**src/rtl/spi_reg_host_pkg.sv**
```systemverilog
package spi_reg_host_pkg;

    localparam int BYTE_W = 8;
    localparam int BURST_FIELD_MAX = 7;

    typedef enum logic [2:0] {
        ST_IDLE,
        ST_SHIFT,
        ST_LOAD,
        ST_END,
        ST_GAP
    } host_state_e;

    typedef enum logic [1:0] {
        PH_CMD,
        PH_ADDR,
        PH_DATA
    } frame_phase_e;

endpackage

```
**src/rtl/spi_sck_divider.sv**
```systemverilog
module spi_sck_divider #(
    parameter int DIV_W = 8
) (
    input  logic             clk,
    input  logic             rst_n,
    input  logic             en,
    input  logic [DIV_W-1:0] div,
    output logic             tick
);
    logic [DIV_W-1:0] cnt_d, cnt_q;

    always_comb begin
        tick  = en && (cnt_q == div);
        cnt_d = cnt_q;
        if (!en || tick) begin
            cnt_d = '0;
        end else begin
            cnt_d = cnt_q + 1'b1;
        end
    end

    always_ff @(posedge clk or negedge rst_n) begin
        if (!rst_n) begin
            cnt_q <= '0;
        end else begin
            cnt_q <= cnt_d;
        end
    end
endmodule

```
**src/rtl/spi_cmd_encoder.sv**
```systemverilog
module spi_cmd_encoder
    import spi_reg_host_pkg::*;
#(
    parameter int LEN_W = 8
) (
    input  logic [1:0]        op,
    input  logic [LEN_W-1:0]  len,
    output logic [BYTE_W-1:0] cmd
);
    logic       fits;
    logic [2:0] count_field;

    always_comb begin
        fits        = (len != '0) && (len <= LEN_W'(BURST_FIELD_MAX));
        count_field = fits ? len[2:0] : 3'd0;
        cmd         = {op[1], op[0], count_field, 3'b000};
    end
endmodule

```
**src/rtl/spi_reg_host.sv**
```systemverilog
module spi_reg_host
    import spi_reg_host_pkg::*;
#(
    parameter int DIV_W = 8,
    parameter int LEN_W = 8
) (
    input  logic              clk,
    input  logic              rst_n,
    input  logic [DIV_W-1:0]  clk_div,
    input  logic              req_valid,
    output logic              req_ready,
    input  logic [1:0]        req_op,
    input  logic [7:0]        req_addr,
    input  logic [LEN_W-1:0]  req_len,
    input  logic              wdata_valid,
    output logic              wdata_ready,
    input  logic [7:0]        wdata,
    output logic              rd_valid,
    output logic [7:0]        rd_data,
    output logic              busy,
    output logic              spi_sck,
    output logic              spi_cs_n,
    output logic              spi_mosi,
    input  logic              spi_miso
);
    localparam int BITCNT_W = $clog2(BYTE_W);

    typedef struct packed {
        host_state_e          state;
        frame_phase_e         phase;
        logic                 sck;
        logic                 cs_n;
        logic [BYTE_W-1:0]    tx;
        logic [BYTE_W-1:0]    rx;
        logic [BITCNT_W-1:0]  bitn;
        logic [LEN_W-1:0]     left;
        logic                 wr;
        logic                 rd;
        logic [BYTE_W-1:0]    addr;
        logic [DIV_W-1:0]     div;
        logic                 half;
        logic                 rd_valid;
        logic [BYTE_W-1:0]    rd_data;
    } host_regs_t;

    localparam host_regs_t REGS_RST = '{
        state:    ST_IDLE,
        phase:    PH_CMD,
        sck:      1'b0,
        cs_n:     1'b1,
        tx:       '0,
        rx:       '0,
        bitn:     '0,
        left:     '0,
        wr:       1'b0,
        rd:       1'b0,
        addr:     '0,
        div:      '0,
        half:     1'b0,
        rd_valid: 1'b0,
        rd_data:  '0
    };

    host_regs_t d, q;
    logic              tick;
    logic              clk_en;
    logic [BYTE_W-1:0] cmd_byte;
    logic              last_bit;
    logic              data_rd_only;
    logic [DIV_W-1:0]  div_cur;

    spi_cmd_encoder #(.LEN_W(LEN_W)) u_cmd (
        .op  (req_op),
        .len (req_len),
        .cmd (cmd_byte)
    );

    spi_sck_divider #(.DIV_W(DIV_W)) u_div (
        .clk   (clk),
        .rst_n (rst_n),
        .en    (clk_en),
        .div   (q.div),
        .tick  (tick)
    );

    always_comb begin
        d           = q;
        d.rd_valid  = 1'b0;
        wdata_ready = 1'b0;
        clk_en      = (q.state == ST_SHIFT) || (q.state == ST_END) || (q.state == ST_GAP);
        last_bit    = (q.bitn == BITCNT_W'(BYTE_W - 1));

        case (q.state)
            ST_IDLE: begin
                if (req_valid && (req_op != 2'b00) && (req_len != '0)) begin
                    d.state = ST_SHIFT;
                    d.phase = PH_CMD;
                    d.cs_n  = 1'b0;
                    d.sck   = 1'b0;
                    d.tx    = cmd_byte;
                    d.bitn  = '0;
                    d.left  = req_len;
                    d.wr    = req_op[1];
                    d.rd    = req_op[0];
                    d.addr  = req_addr;
                    d.div   = clk_div;
                end
            end

            ST_SHIFT: begin
                if (tick) begin
                    if (!q.sck) begin
                        d.sck = 1'b1;
                        d.rx  = {q.rx[BYTE_W-2:0], spi_miso};
                    end else begin
                        d.sck  = 1'b0;
                        d.bitn = q.bitn + 1'b1;
                        d.tx   = {q.tx[BYTE_W-2:0], 1'b0};
                        if (last_bit) begin
                            case (q.phase)
                                PH_CMD: begin
                                    d.tx    = q.addr;
                                    d.phase = PH_ADDR;
                                end
                                PH_ADDR: begin
                                    d.phase = PH_DATA;
                                    d.state = ST_LOAD;
                                end
                                default: begin
                                    d.rd_valid = q.rd;
                                    d.rd_data  = q.rx;
                                    d.left     = q.left - 1'b1;
                                    d.state    = (q.left == LEN_W'(1)) ? ST_END : ST_LOAD;
                                end
                            endcase
                        end
                    end
                end
            end

            ST_LOAD: begin
                if (!q.wr || wdata_valid) begin
                    d.tx        = q.wr ? wdata : '0;
                    wdata_ready = q.wr;
                    d.state     = ST_SHIFT;
                end
            end

            ST_END: begin
                if (tick) begin
                    d.cs_n  = 1'b1;
                    d.half  = 1'b0;
                    d.state = ST_GAP;
                end
            end

            ST_GAP: begin
                if (tick) begin
                    if (q.half) begin
                        d.state = ST_IDLE;
                    end else begin
                        d.half = 1'b1;
                    end
                end
            end

            default: begin
                d = REGS_RST;
            end
        endcase
    end

    always_ff @(posedge clk or negedge rst_n) begin
        if (!rst_n) begin
            q <= REGS_RST;
        end else begin
            q <= d;
        end
    end

    assign req_ready    = (q.state == ST_IDLE);
    assign busy         = (q.state != ST_IDLE) && (q.state != ST_GAP);
    assign rd_valid     = q.rd_valid;
    assign rd_data      = q.rd_data;
    assign spi_sck      = q.sck;
    assign spi_cs_n     = q.cs_n;
    assign spi_mosi     = q.tx[BYTE_W-1];
    assign data_rd_only = (q.state == ST_SHIFT) && (q.phase == PH_DATA) && q.rd && !q.wr;
    assign div_cur      = q.div;
endmodule

```
**config.mk**
```make
export PLATFORM = sky130hd
export DESIGN_NAME = spi_reg_host
export DESIGN_NICKNAME = d
export VERILOG_FILES = /design/src/rtl/spi_reg_host_pkg.sv /design/src/rtl/spi_sck_divider.sv /design/src/rtl/spi_cmd_encoder.sv /design/src/rtl/spi_reg_host.sv
export SDC_FILE = /design/constraint.sdc
export NUM_CORES = 1
export LEC_CHECK = 0
export ABC_AREA = 1
export BUFFER_PORTS_ARGS = -buffer_cell sky130_fd_sc_hd__clkbuf_2
export CORE_MARGIN = 3
export CORE_UTILIZATION = 58
export DETAILED_ROUTE_END_ITERATION = 8
export PLACE_DENSITY_LB_ADDON = 0.1
export REMOVE_ABC_BUFFERS = 1
export SLEW_MARGIN = 20
export SYNTH_ARGS = -nofsm -noshare
export SYNTH_HDL_FRONTEND = slang
export SYNTH_SLANG_ARGS = --single-unit
```
**constraint.sdc**
```tcl
create_clock -name clk -period 1.9 [get_ports clk]
set_input_delay 0.095 -clock clk [delete_from_list [all_inputs] [get_ports clk]]
set_output_delay 0.095 -clock clk [all_outputs]
set_load 0.03 [all_outputs]
```
==> results of run 1 <==
==> registers in the layout, indices dropped and copies added (netlist names) <==
register / cells
spi_sck: 1
q: 42
div_cur: 8
u_div.cnt_q: 8
spi_cs_n: 1
spi_mosi: 1
rd_data: 8
rd_valid: 1
==> through the flow <==
stage / instances / cell area [sq um] / utilization / hold slack [ns] / total power (W)
after floorplan: 465 / 3820 / - / -0.201 / 0.00506
after global placement: 604 / 4270 / 0.658 / 0.163 / 0.00614
after detailed placement: 604 / 4270 / 0.658 / 0.159 / 0.00622
after CTS: 637 / 4650 / 0.716 / 0.0262 / 0.00748
after global routing: 638 / 4670 / 0.719 / 0.0488 / 0.00812
final: 638 / 4670 / 0.719 / 0.0533 / 0.00747
==> final timing paths <==
kind / start / end / cells past startpoint
worst max register to register: q[59] / q[47] / 8
worst min register to register: rd_data[4] / rd_data[4] / 2
max in group asynchronous: rst_n / q[28] / 3
min in group asynchronous: rst_n / q[33] / 3
worst max-delay path: q[60] / wdata_ready / 6
worst min-delay path: wdata[6] / q[53] / 3
==> power by group through the flow <==
stage	combinational (W)	sequential, W	clock (W)
after floorplan	0.00283	0.00223	0
after global placement	0.00389	0.00225	0
after detailed placement	0.00397	0.00226	0
after CTS	0.00401	0.00223	0.00124
after global routing	0.00451	0.00230	0.00131
final	0.00400	0.00225	0.00122
==> cells in the final DEF, fill, tap and decap left out, types with 2 or more instances in the layout <==
cell,instances
o21ai_1,16
inv_1,32
nor2_4,7
inv_2,5
buf_12,2
nand2_1,136
nand4_4,2
nor2_2,6
nand4_1,14
a22oi_1,2
dlygate4sd3_1,18
o21ai_2,5
o211a_1,3
a21oi_1,6
and3_1,2
ha_1,5
nor2_1,35
buf_4,7
nand3_1,30
dfrtp_1,69
clkbuf_8,11
nand2_2,8
nor3_1,9
a21oi_4,2
xnor2_1,5
clkinv_1,2
nand2_4,4
clkbuf_2,52
o21ai_0,37
nand3_4,2
nor3b_1,3
==> critical path, stage by stage (launching register included) <==
cell and delay, ns:
dfrtp_1 0.45, inv_1 0.07, nor2_2 0.12, nand2_1 0.14, buf_4 0.18, nor3_1 0.13, clkbuf_2 0.24
==> layout make-up <==
cell class | instances | area share
repair inverters | 1 | 0.00107
repair buffers | 80 | 0.115
clock inverters | 3 | 0.00938
inverters | 41 | 0.0343
flip-flops and latches | 70 | 0.375
well taps | 77 | 0.0206
multi-input cells | 354 | 0.411
clock buffers | 12 | 0.0332
==> cells by family after synthesis <==
kind of cell / count (synthesis) / synth area share
AND/OR/NAND/NOR: 263 / 0.325
AO/OA/AOI/OAI: 80 / 0.127
flip-flops: 70 / 0.441
buffers and inverters: 62 / 0.0787
XOR/XNOR: 6 / 0.0132
adder cells (fa/ha/maj): 5 / 0.0157
==> metal layers <==
layer | GRT usage | vias to the layer above | routed length (um)
met3 | 0.0596 | 12 | 529
met2 | 0.395 | 87 | 4190
met5 | 0 | - | 0
met1 | 0.341 | 1652 | 3980
li1 | - | 1736 | -
met4 | 0.100 | 0 | 181
==> repair_timing <==
| item | in CTS | in global routing |
|---|---|---|
| hold endpoints to repair | 86 | 0 |
| setup endpoints to repair | 0 | 12 |
| hold buffers | 18 | 0 |
| resized for setup | 0 | 4 |
==> out/results.ini, run 1 <==
[outcome]
outcome = completed

[routing]
vias_per_cell = 5.47
vias = 3487
dr.first_iter.drc_count = 148
wl_per_cell_um = 13.9
finalWirelength_mm = 8.88
drc = 0
dr.pass1.iters = 4
ant_nets = 0

[power]
ir_worst_vdd_v = 0.000777
comb_power_share = 0.536
internal-power_w = 0.00388
swShare = 0.481
pwr-share-clk = 0.163
power.switching_w = 0.00359
leakagePower_nw = 2.28
seqPwrFrac = 0.301
powerDensity_nw_per_um2 = 1600

[min_path]
worstHoldPathType = in -> reg

[sta]
final.setup.tns_ns = 0
worst_slack_ns = 0.136
hold_violations = 0
finalCriticalPeriod_ns = 1.76
fin_crit_sh = 0.929
tightest_slew_ns = 0.371
skew_ns = 0.00784
setup_viol = 0
max_slew_margin = 0.752
slew_viol_final = 0
max_freq_mhz = 567
rsz0062_at_grt = no

[grt]
grt_max_degree = 71
grt_antenna_before_repair = 0
grt_pass1_wl_mm = 15.3
grt_pass1_vias = 3306
grt.total_usage = 0.253
grt.overflow.total = 0

[finish]
nNetsFinal = 601
nFillCells = 536
antenna_cells = 0
multi_input_comb_area_sq_um = 1920
area_growth_pct = 17.5
seqCellArea_sq_um = 1750
drive_above_1_share = 0.228

[logic_synthesis]
synth_most_common_cell = nand2_1
ys_seq_area_frac = 0.441
yosys_warnings = 0
yosys-top-cells-area = dfrtp_1, nand2_1, o21ai_0
synth_largest_area_cell = dfrtp_1
avgSynthCellArea_sq_um = 8.18
synth_common_cells = nand2_1, dfrtp_1, o21ai_0, nor2_1, inv_1
synth_flop_cell = dfrtp_1
ys_types = 48
syn_inst = 486
async_flop_share = 1.00
synth_edf_count = 0
ys_ff_latch = 70
syn-cell-area_sq_um = 3980
synth.top_cell.area_share = 0.434

[placement]
hpwl_mm = 6.22
gp_congestion = 0.861
numPortBuffers = 53
post-place-ws_ns = 0.0601

[floorplanning]
die_x_um = 88.8
die-area_sq_um = 7880
floorplan.initialDensity = 0.612
core_area_sq_um = 6490
row_count = 29
io_pins = 54
die_y_um = 88.8

[clock_network]
cts_num_sinks = 70
cts-root-buf = clkbuf_8
clockBufferDepth = 2
cts_buffers = 9
htreeDepth = 3
clk_latency_ns = 0.34
path_clk_slew_ns = 0.07
cts_setup_buffers = 0
cts_tree = built

[critical_path]
cp.required_ns = 1.80
crit_arrival_ns = 1.67
worstPathMaxFanout = 4
worstSetupPathType = reg -> out
setup.worst_path.start_class = register
rrSetupSlack_ns = 0.18
end_kind = output port

[flow_run]
cap_violations = 0

Power figures use the tool's default switching activity.
==> inputs of run 2 (changes only) <==
- CORE_UTILIZATION: 58 -> 45
- HOLD_SLACK_MARGIN: unset -> 0.02
==> run 2 against run 1 <==
Clock-buffer cell count down 2; sequential share of layout area down 0.15 points; first-iteration DRC count down 12%; core utilization down 16 points; cell area up 0.40%; worst setup slack better by 0.035 ns; critical path depth down 1; sequential power about the same; non-clock buffer count unchanged; critical path type unchanged.
==> out/results.ini, run 2 (synthesis results as in run 1) <==
[routing]
vias = 3345  ; was 3487
drc = 0  ; unchanged
vias_per_cell = 5.03  ; was 5.47
dr.pass1.iters = 4  ; unchanged
dr.first_iter.drc_count = 130  ; was 148
wl_per_cell_um = 13.9  ; about the same
ant_nets = 0  ; unchanged
finalWirelength_mm = 9.24  ; was 8.88 mm

[sta]
hold_violations = 0  ; unchanged
final.setup.tns_ns = 0  ; unchanged
skew_ns = 0.0104  ; was 0.00784 ns
slew_viol_final = 0  ; unchanged
max_slew_margin = 0.667  ; was 0.752
max_freq_mhz = 578  ; was 567 MHz
rsz0062_at_grt = no  ; unchanged
finalCriticalPeriod_ns = 1.73  ; was 1.76 ns
setup_viol = 0  ; unchanged
fin_crit_sh = 0.910  ; was 0.929
tightest_slew_ns = 0.499  ; was 0.371 ns

[finish]
largest_reg_flops = 42  ; unchanged
nFillCells = 790  ; was 536
area_growth_pct = 18.0  ; was 17.5%
multi_input_comb_area_sq_um = 1910  ; was 1920 sq um
antenna_cells = 0  ; unchanged
layout_commonest_cell = nand2_1  ; unchanged
drive_above_1_share = 0.225  ; was 0.228
seqCellArea_sq_um = 1750  ; unchanged
final_cell_mix = nand2_1, dfrtp_1, clkbuf_2  ; unchanged
fin_cells = 665  ; was 638
regMostFlops = q  ; unchanged
fin_util = 0.559  ; was 0.719
nNetsFinal = 600  ; was 601

[floorplanning]
row_count = 33  ; was 29
core_area_sq_um = 8380  ; was 6490 sq um
die_x_um = 100  ; was 88.8 um
die_y_um = 100  ; was 88.8 um
floorplan.initialDensity = 0.474  ; was 0.612
io_pins = 54  ; unchanged
die-area_sq_um = 10000  ; was 7880 sq um

[power]
seqPwrFrac = 0.301  ; about the same
internal-power_w = 0.00383  ; was 0.00388 W
leakagePower_nw = 2.27  ; was 2.28 nW
power.switching_w = 0.00363  ; was 0.00359 W
ir_worst_vdd_v = 0.00114  ; was 0.000777 V
powerDensity_nw_per_um2 = 1590  ; was 1600 nW/um^2
pwr-share-clk = 0.163  ; about the same
swShare = 0.487  ; was 0.481
comb_power_share = 0.536  ; about the same

[clock_network]
cts_tree = built  ; unchanged
cts_buffers = 9  ; unchanged
clk_latency_ns = 0.35  ; was 0.34 ns
clockBufferDepth = 2  ; unchanged
cts_setup_buffers = 0  ; unchanged
path_clk_slew_ns = 0.08  ; was 0.07 ns
cts-root-buf = clkbuf_8  ; unchanged
htreeDepth = 3  ; unchanged
cts_num_sinks = 70  ; unchanged

[min_path]
holdPathStages = 3  ; unchanged
worstHoldPathType = in -> reg  ; unchanged
min_from = wdata[6]  ; unchanged
whs_endpoint = q[53]  ; unchanged

[critical_path]
path_buf_inv = 3  ; unchanged
cp_slowest_cell = dfrtp_1  ; unchanged
end_kind = output port  ; unchanged
worstPathMaxFanout = 16  ; was 4
crit_chain = nor2_2, nand2_2, inv_2, buf_4, clkbuf_2  ; was inv_1, nor2_2, nand2_1, buf_4, nor3_1, clkbuf_2
cp_slowest_stage_delay_ns = 0.43  ; was 0.45 ns
crit_arrival_ns = 1.63  ; was 1.67 ns
cp.required_ns = 1.80  ; about the same
reg2reg_depth = 8  ; unchanged
rrSetupSlack_ns = 0.18  ; about the same
setup.worst_path.start_class = register  ; unchanged
worstSetupPathType = reg -> out  ; unchanged
reg2reg_from = q[60]  ; was q[59]
critPathTopFamily = buffers and inverters  ; unchanged
r2r-end = q[60]  ; was q[47]

[grt]
grt.overflow.total = 0  ; unchanged
grt.total_usage = 0.199  ; was 0.253
grt_pass1_vias = 3302  ; was 3306
grt_antenna_before_repair = 0  ; unchanged
grt_pass1_wl_mm = 16.0  ; was 15.3 mm
grt_max_degree = 50  ; was 71

[placement]
dpl.cell_count = 632  ; was 604
numPortBuffers = 53  ; unchanged
gp_congestion = 0.914  ; was 0.861
hpwl_mm = 6.70  ; was 6.22 mm

[outcome]
outcome = completed  ; unchanged

[flow_run]
cap_violations = 0  ; unchanged

==> run 2: changes by cell type in the layout (fill, tap and decap cells not counted) <==
| cell | delta |
|---|---|
| clkbuf_1 | -1 |
| clkbuf_8 | -1 |
| clkinv_2 | -1 |
| clkinv_4 | -1 |
| clkinvlp_2 | -1 |
| clkinvlp_4 | +4 |
| nand2_1 | +1 |
| nand2_2 | -1 |
| nor2_1 | +1 |
| nor2_4 | -1 |
==> run 2: stage by stage <==
| step | worst slack, ns | hold WS, ns | cell area [sq um] | power, W |
|---|---|---|---|---|
| after floorplan | 0.102 | -0.201 | 3820 | 0.00506 |
| after global placement | 0.205 | 0.0891 | 4310 | 0.00617 |
| after detailed placement | 0.172 | 0.0964 | 4310 | 0.00624 |
| after CTS | 0.152 | 0.0263 | 4690 | 0.00751 |
| after global routing | 0.0109 | 0.0255 | 4690 | 0.00807 |
| final | 0.171 | 0.0308 | 4690 | 0.00746 |
==> run 2: repair_timing <==
item                       4_1_cts  5_1_grt
resized for setup                0        1
setup endpoints to repair        0        2
hold buffers                    18        0
hold endpoints to repair        38        0
==> run 2: worst min-delay path, delay by kind of cell <==
| family | cells | cell delay (ns) |
|---|---|---|
| buffers and inverters | 1 | 0.09 |
| AO/OA/AOI/OAI | 2 | 0.16 |
==> run 2: layout make-up <==
| type | instances | area share |
|---|---|---|
| clock inverter | 5 | 0.0128 |
| clock buffer | 10 | 0.0293 |
| multi-input combinational | 354 | 0.407 |
| timing repair buffer | 80 | 0.115 |
| tap | 105 | 0.0280 |
| sequential | 70 | 0.374 |
| inverter | 41 | 0.0342 |
==> run 2: metal layers <==
metal / global-route usage / vias to the layer above / share of wire
met5: 0 / - / 0
met4: 0.0653 / 0 / 0.012
met3: 0.0285 / 7 / 0.033
met2: 0.325 / 50 / 0.48
met1: 0.274 / 1557 / 0.48
li1: - / 1731 / -
==> run 2: how the worst max path moves through the flow <==
stage	startpoint	endpoint	cells past startpoint
finish	q[60]	req_ready	5
global route	q[61]	q[60]	9
CTS	q[37]	q[48]	8
detailed placement	q[37]	q[49]	8
global placement	q[36]	q[53]	8
floorplan	q[61]	div_cur[1]	8
==> run 2: power by group through the flow <==
stage | Sequential (W) | Clock (W) | Combinational, W
2_1_floorplan | 0.00223 | 0 | 0.00283
3_3_place_gp | 0.00226 | 0 | 0.00392
3_5_place_dp | 0.00227 | 0 | 0.00398
4_1_cts | 0.00224 | 0.00125 | 0.00402
5_1_grt | 0.00229 | 0.00131 | 0.00448
6_report | 0.00224 | 0.00122 | 0.00400
